**src/rtl/bridge_pkg.sv**
```systemverilog
package bridge_pkg;

  typedef enum logic [2:0] {
    ACC_WORD,
    ACC_BYTE,
    ACC_CTL,
    ACC_LATCH,
    ACC_NONE
  } accKind_t;

  typedef struct packed {
    logic acceptReq;
    logic latchFromHost;
    logic latchFromDrive;
    logic rdFromDrive;
    logic rdFromLatch;
    logic rdOnes;
  } dpStrobe_t;

  localparam logic [2:0] CTL_REG = 3'd6;

  function automatic accKind_t classifyOffset(input logic [3:0] off);
    if (off == 4'h0)      return ACC_WORD;
    else if (off <= 4'h7) return ACC_BYTE;
    else if (off == 4'h8) return ACC_LATCH;
    else if (off == 4'hE) return ACC_CTL;
    else                  return ACC_NONE;
  endfunction

  function automatic logic needsDrive(input accKind_t k);
    return (k == ACC_WORD) || (k == ACC_BYTE) || (k == ACC_CTL);
  endfunction

endpackage

```
**src/rtl/bridge_ctrl.sv**
```systemverilog
module bridge_ctrl
  import bridge_pkg::*;
#(
  parameter int ADDR_W = 16,
  parameter logic [ADDR_W-1:0] BASE_ADDR = 'h300,
  parameter int STROBE_CYCLES = 3
) (
  input  logic              clk,
  input  logic              rstN,
  input  logic [ADDR_W-1:0] hostAddr,
  input  logic              hostRd,
  input  logic              hostWr,
  output dpStrobe_t         strb,
  output logic              hostDone,
  output logic              ideCsCmd,
  output logic              ideCsCtl,
  output logic [2:0]        ideAddr,
  output logic              ideRd,
  output logic              ideWr,
  output logic              ideDataOe
);

  localparam int CNT_W = (STROBE_CYCLES > 1) ? $clog2(STROBE_CYCLES) : 1;
  localparam logic [CNT_W-1:0] LAST_CNT = CNT_W'(STROBE_CYCLES - 1);
  localparam logic [ADDR_W-5:0] BASE_PAGE = BASE_ADDR[ADDR_W-1:4];

  typedef enum logic [1:0] {ST_IDLE, ST_STROBE, ST_DONE} state_t;

  state_t     state;
  accKind_t   kindQ;
  logic       isWrQ;
  logic [2:0] regAddrQ;
  logic [CNT_W-1:0] cnt;

  accKind_t kindNow;
  logic     inWindow;
  logic     acceptNow;
  logic     lastStrobe;
  logic     isDriveKind;

  assign kindNow    = classifyOffset(hostAddr[3:0]);
  assign inWindow   = (hostAddr[ADDR_W-1:4] == BASE_PAGE);
  assign acceptNow  = (state == ST_IDLE) && (hostRd || hostWr) && inWindow;
  assign lastStrobe = (state == ST_STROBE) && (cnt == LAST_CNT);
  assign isDriveKind = (kindQ == ACC_WORD) || (kindQ == ACC_BYTE);

  always_comb begin
    strb.acceptReq      = acceptNow;
    strb.latchFromHost  = acceptNow && hostWr && (kindNow == ACC_LATCH);
    strb.rdFromLatch    = acceptNow && !hostWr && (kindNow == ACC_LATCH);
    strb.rdOnes         = acceptNow && !hostWr && (kindNow == ACC_NONE);
    strb.rdFromDrive    = lastStrobe && !isWrQ;
    strb.latchFromDrive = lastStrobe && !isWrQ && (kindQ == ACC_WORD);
  end

  always_ff @(posedge clk) begin
    if (!rstN) begin
      state    <= ST_IDLE;
      kindQ    <= ACC_NONE;
      isWrQ    <= 1'b0;
      regAddrQ <= '0;
      cnt      <= '0;
    end else begin
      case (state)
        ST_IDLE: begin
          if (acceptNow) begin
            kindQ    <= kindNow;
            isWrQ    <= hostWr;
            regAddrQ <= (kindNow == ACC_CTL) ? CTL_REG : hostAddr[2:0];
            cnt      <= '0;
            state    <= needsDrive(kindNow) ? ST_STROBE : ST_DONE;
          end
        end
        ST_STROBE: begin
          if (lastStrobe) state <= ST_DONE;
          else            cnt   <= cnt + 1'b1;
        end
        default: state <= ST_IDLE;
      endcase
    end
  end

  assign hostDone  = (state == ST_DONE);
  assign ideCsCmd  = (state == ST_STROBE) && isDriveKind;
  assign ideCsCtl  = (state == ST_STROBE) && (kindQ == ACC_CTL);
  assign ideAddr   = (state == ST_STROBE) ? regAddrQ : 3'd0;
  assign ideRd     = (state == ST_STROBE) && !isWrQ;
  assign ideWr     = (state == ST_STROBE) && isWrQ;
  assign ideDataOe = ideWr;

  assert_strobe_mutex_R8: assert property (@(posedge clk) disable iff (!rstN)
    !(ideRd && ideWr));
  assert_strobe_has_cs_R8: assert property (@(posedge clk) disable iff (!rstN)
    (ideRd || ideWr) |-> (ideCsCmd || ideCsCtl));
  assert_cs_onehot_R5: assert property (@(posedge clk) disable iff (!rstN)
    $onehot0({ideCsCmd, ideCsCtl}));
  assert_ctl_addr_R6: assert property (@(posedge clk) disable iff (!rstN)
    ideCsCtl |-> (ideAddr == CTL_REG));
  assert_done_pulse_R11: assert property (@(posedge clk) disable iff (!rstN)
    hostDone |=> !hostDone);
  assert_done_quiet_R11: assert property (@(posedge clk) disable iff (!rstN)
    hostDone |-> !(ideRd || ideWr));

endmodule

```
**src/rtl/bridge_datapath.sv**
```systemverilog
module bridge_datapath
  import bridge_pkg::*;
(
  input  logic        clk,
  input  logic        rstN,
  input  dpStrobe_t   strb,
  input  logic [7:0]  hostWrData,
  input  logic [15:0] ideDataIn,
  output logic [7:0]  hostRdData,
  output logic [15:0] ideDataOut
);

  logic [7:0] latchQ;
  logic [7:0] wrByteQ;
  logic [7:0] rdByteQ;

  always_ff @(posedge clk) begin
    if (!rstN) begin
      latchQ  <= 8'h00;
      wrByteQ <= 8'h00;
      rdByteQ <= 8'h00;
    end else begin
      if (strb.acceptReq)      wrByteQ <= hostWrData;
      if (strb.latchFromHost)  latchQ  <= hostWrData;
      if (strb.latchFromDrive) latchQ  <= ideDataIn[15:8];
      if (strb.rdFromDrive)      rdByteQ <= ideDataIn[7:0];
      else if (strb.rdFromLatch) rdByteQ <= latchQ;
      else if (strb.rdOnes)      rdByteQ <= 8'hFF;
    end
  end

  assign hostRdData = rdByteQ;
  assign ideDataOut = {latchQ, wrByteQ};

  assert_latch_hold_R10: assert property (@(posedge clk) disable iff (!rstN)
    !(strb.latchFromHost || strb.latchFromDrive) |=> $stable(latchQ));
  assert_latch_one_src_R4: assert property (@(posedge clk) disable iff (!rstN)
    !(strb.latchFromHost && strb.latchFromDrive));

endmodule

```
**src/rtl/isa_ide_bridge.sv**
```systemverilog
module isa_ide_bridge
  import bridge_pkg::*;
#(
  parameter int ADDR_W = 16,
  parameter logic [ADDR_W-1:0] BASE_ADDR = 'h300,
  parameter int STROBE_CYCLES = 3
) (
  input  logic              clk,
  input  logic              rstN,
  input  logic [ADDR_W-1:0] hostAddr,
  input  logic [7:0]        hostWrData,
  input  logic              hostRd,
  input  logic              hostWr,
  output logic [7:0]        hostRdData,
  output logic              hostDone,
  input  logic [15:0]       ideDataIn,
  output logic [15:0]       ideDataOut,
  output logic              ideDataOe,
  output logic              ideCsCmd,
  output logic              ideCsCtl,
  output logic [2:0]        ideAddr,
  output logic              ideRd,
  output logic              ideWr
);

  dpStrobe_t strb;

  bridge_ctrl #(
    .ADDR_W(ADDR_W), .BASE_ADDR(BASE_ADDR), .STROBE_CYCLES(STROBE_CYCLES)
  ) ctrl_i (
    .clk(clk), .rstN(rstN), .hostAddr(hostAddr), .hostRd(hostRd), .hostWr(hostWr),
    .strb(strb), .hostDone(hostDone), .ideCsCmd(ideCsCmd), .ideCsCtl(ideCsCtl),
    .ideAddr(ideAddr), .ideRd(ideRd), .ideWr(ideWr), .ideDataOe(ideDataOe)
  );

  bridge_datapath dp_i (
    .clk(clk), .rstN(rstN), .strb(strb), .hostWrData(hostWrData),
    .ideDataIn(ideDataIn), .hostRdData(hostRdData), .ideDataOut(ideDataOut)
  );

endmodule

```
**config.mk**
```make
export PLATFORM = sky130hd
export DESIGN_NAME = isa_ide_bridge
export DESIGN_NICKNAME = d
export VERILOG_FILES = /design/src/rtl/bridge_pkg.sv /design/src/rtl/bridge_ctrl.sv /design/src/rtl/bridge_datapath.sv /design/src/rtl/isa_ide_bridge.sv
export SDC_FILE = /design/constraint.sdc
export NUM_CORES = 1
export LEC_CHECK = 0
export BUFFER_PORTS_ARGS = -buffer_cell sky130_fd_sc_hd__buf_4
export CELL_PAD_IN_SITES_DETAIL_PLACEMENT = 0
export CELL_PAD_IN_SITES_GLOBAL_PLACEMENT = 1
export CORE_MARGIN = 2
export CORE_UTILIZATION = 33
export DETAILED_ROUTE_END_ITERATION = 8
export PLACE_DENSITY_LB_ADDON = 0.1
export SYNTH_ARGS = -nofsm -noshare
export SYNTH_HDL_FRONTEND = slang
export SYNTH_SLANG_ARGS = --single-unit
export TNS_END_PERCENT = 10
```
**constraint.sdc**
```tcl
create_clock -name clk -period 2.9 [get_ports clk]
set_clock_uncertainty 0.15 [all_clocks]
set_input_delay 0.58 -clock clk [delete_from_list [all_inputs] [get_ports clk]]
set_output_delay 0.58 -clock clk [all_outputs]
set_load 0.005 [all_outputs]
```
==> results by group <==
Place
  – Placed Instances: 331
  – GP Congestion: about 0.74
  – HPWL after DPL: 3.88 mm
  – IO Port Bufs: 76

Global route
  – Vias in the first global route: roughly 1700
  – Gr usage total: a little under a fifth
  – Largest net degree at the start of global routing: 29
  – Initial antenna violation count: 0
  – First-pass GRT wire length: 8.69 mm
  – Total grt overflow: 0

STA
  – Period minus WS final: 2.35 ns
  – Fin Setup TNS: 0 ns
  – Unrepaired setup endpoints after global routing: false
  – Worst-Margin Slew: 1.17 ns
  – Hold Vio Cnt, Final: 0
  – Max-slew violations: 0
  – Finish-stage setup viols: 0
  – Worst rel slew slack: 22.0%
  – Peak Freq: around 420 MHz
  – Tcrit/Tclk final: 81.2%

Yosys
  – Seq/Total Area, Yosys: 40.4%
  – Net count after synthesis: 241
  – Synthesized flop and latch total: 35
  – EDFF count, synth: 0
  – Async SR Flop Fraction: 0%
  – Dominant synthesized flop cell: dfxtp_1
  – Synthesized cell area: 1730 um2
  – Syn Inst Count: 196
  – Avg Cell Area, Syn: ~9 um2
  – Synth Warn #: 0
  – Distinct cells, synth: 41

Floorplanning
  – Core footprint: 5070 um2
  – Row cnt: 26
  – Die Ht: approximately 76 um
  – Die area: between 5000 and 6000 um2
  – Die width: 76.5 um
  – IO Count: 77
  – Starting Density: 34.2%

Hold path
  – HP Class: reg2reg

Setup path
  – Setup crit start kind: flop
  – CP arrival: 2.42 ns
  – WS Path Type: reg2reg
  – CP Max Fanout: 16
  – CP endpoint kind: flop
  – CP required: 2.97 ns

Pwr
  – PD cells: approximately 390 nW/um2
  – Worst VDD drop: 0.000183 V
  – P_leak: 0.964 nW

Drt
  – DRT Wirelength: 5.08 mm
  – Drt pass-1 iters: 4
  – DRT iter0 DRCs: between 80 and 90
  – Vias: 1701
  – Drt wl/cell: approximately 15 um
  – Final ANT Viol Nets: 0
  – Via density: 5.02
  – Residual DRC: 0

Status
  – Outcome: finished, final reports clean

Cells and area
  – Layout cell share with drive strength beyond 1: a little over a third
  – Sequential Area: roughly 700 um2
  – Final net count: 313
  – Commonest non-fill, non-tap cell in the layout: buf_4
  – Area delta synth->final: 42.2%
  – Non-filler cells, final: around 340
  – Area of the multi-input gates: 955 um2
  – Fill count: 526
  – Total inserted antenna cells: 0
  – Commonest non-fill, non-tap cells in the layout: 82 x buf_4, 35 x dfxtp_1, 19 x nand2_1

Clocking
  – # hold bufs at CTS: 0
  – Post-CTS Resized: 0
  – Clock root cell: clkbuf_8
  – H-tree levels: 2
  – Reg clk slew, reported paths: ~0.07 ns
  – Clock buffer count from CTS: 5
  – Clk Latency, worst-skew pair: 0.28 ns
  – CTS tree: yes
  – Post CTS Setup Buffer Count: 0
  – Sink Count: 35
  – Clk buf depth: 2

Job
  – Max cap viols: 0
-- power by group --
group | internal, mW | switching [mW] | leakage (nW)
Sequential | 0.480 | 0.0000308 | 0.282
Combinational | 0.0518 | 0.0398 | 0.631
Clock | 0.217 | 0.171 | 0.0515
Total | 0.749 | 0.211 | 0.964
-- cell usage after synthesis, types with 2 or more instances --
cell | n | share of area, %
o221a_1 | 8 | 5.2
nor3b_1 | 2 | 0.87
clkbuf_1 | 10 | 2.2
buf_2 | 3 | 0.87
dfxtp_1 | 35 | 40
nand4_1 | 8 | 2.9
a21oi_1 | 2 | 0.58
buf_1 | 3 | 0.65
a21boi_0 | 16 | 6.9
nor2b_1 | 3 | 1.1
nand2b_1 | 2 | 0.72
o21a_1 | 10 | 4.3
and2_1 | 5 | 1.8
nand3_1 | 15 | 4.3
nor3_1 | 4 | 1.2
nor2_1 | 2 | 0.43
and3_1 | 2 | 0.72
inv_1 | 2 | 0.43
o21ai_0 | 17 | 4.9
nand2_1 | 19 | 4.1
o211ai_1 | 8 | 3.5
-- worst paths after layout --
check                            endpoint  slack (ns)  cells after the start                    startpoint
max           dp_i.latchQ[4]$_SDFFE_PN0P_        0.55                      6    ctrl_i.cnt[0]$_SDFFE_PN0P_
min          dp_i.wrByteQ[6]$_SDFFE_PN0N_        0.33                      2  dp_i.wrByteQ[6]$_SDFFE_PN0N_
max reg2reg   dp_i.latchQ[4]$_SDFFE_PN0P_        0.55                      6    ctrl_i.cnt[0]$_SDFFE_PN0P_
min reg2reg  dp_i.wrByteQ[6]$_SDFFE_PN0N_        0.33                      2  dp_i.wrByteQ[6]$_SDFFE_PN0N_
-- final cells by class --
cell class	count	area share, %
Tap cell	70	3.55
Clock buffer	8	4.06
Inverter	2	0.304
Multi-Input combinational cell	142	38.7
Sequential cell	35	28.4
Timing Repair Buffer	82	25.0
-- metrics by stage --
| stage | util [%] | total power, mW | area [um2] | worst slack (ns) | hold WS [ns] |
|---|---|---|---|---|---|
| CTS | 48.6 | 0.973 | 2470 | 0.518 | 0.336 |
| finish | 48.6 | 0.960 | 2470 | 0.546 | 0.334 |
| global placement | 46.6 | 0.584 | 2370 | 0.410 | 0.318 |
| detailed placement | 46.6 | 0.584 | 2370 | 0.319 | 0.322 |
| global route | 48.6 | 1.00 | 2470 | 0.324 | 0.359 |
| floorplan | - | 0.523 | 1730 | 0.614 | 0.302 |
-- state kept, by name (all words and copies together) (netlist names) --
| name | flops |
|---|---|
| dp_i.wrByteQ | 8 |
| ctrl_i.cnt | 2 |
| ctrl_i.isWrQ | 1 |
| ctrl_i.kindQ | 3 |
| ctrl_i.state | 2 |
| dp_i.hostRdData | 8 |
| dp_i.latchQ | 8 |
| ctrl_i.regAddrQ | 3 |
-- cells by family after synthesis --
kind of cell / Yosys count / share of synthesized area, %
AND/OR/NAND/NOR: 73 / 25.3
AO/OA/AOI/OAI: 66 / 28.0
buffers and inverters: 19 / 4.55
flip-flops: 35 / 40.4
adder cells (fa/ha/maj): 1 / 0.721
XOR/XNOR: 2 / 1.01
-- routing by layer --
layer / wire [um] / vias up / global-route usage, %
met5: 0 / - / 0
met4: 67 / 0 / 6.55
met3: 258 / 7 / 4.50
met2: 2290 / 49 / 28.6
met1: 2460 / 773 / 24.9
li1: - / 872 / -
-- critical path, cell delays in order (launching register included) --
cell      delay, ns
dfxtp_1        0.33
inv_1          0.06
ha_1           0.26
nor4bb_1       0.18
a21boi_1       0.89
nand4_1        0.26
o211ai_1       0.16
Note: power is estimated with default switching activity, not from simulation.
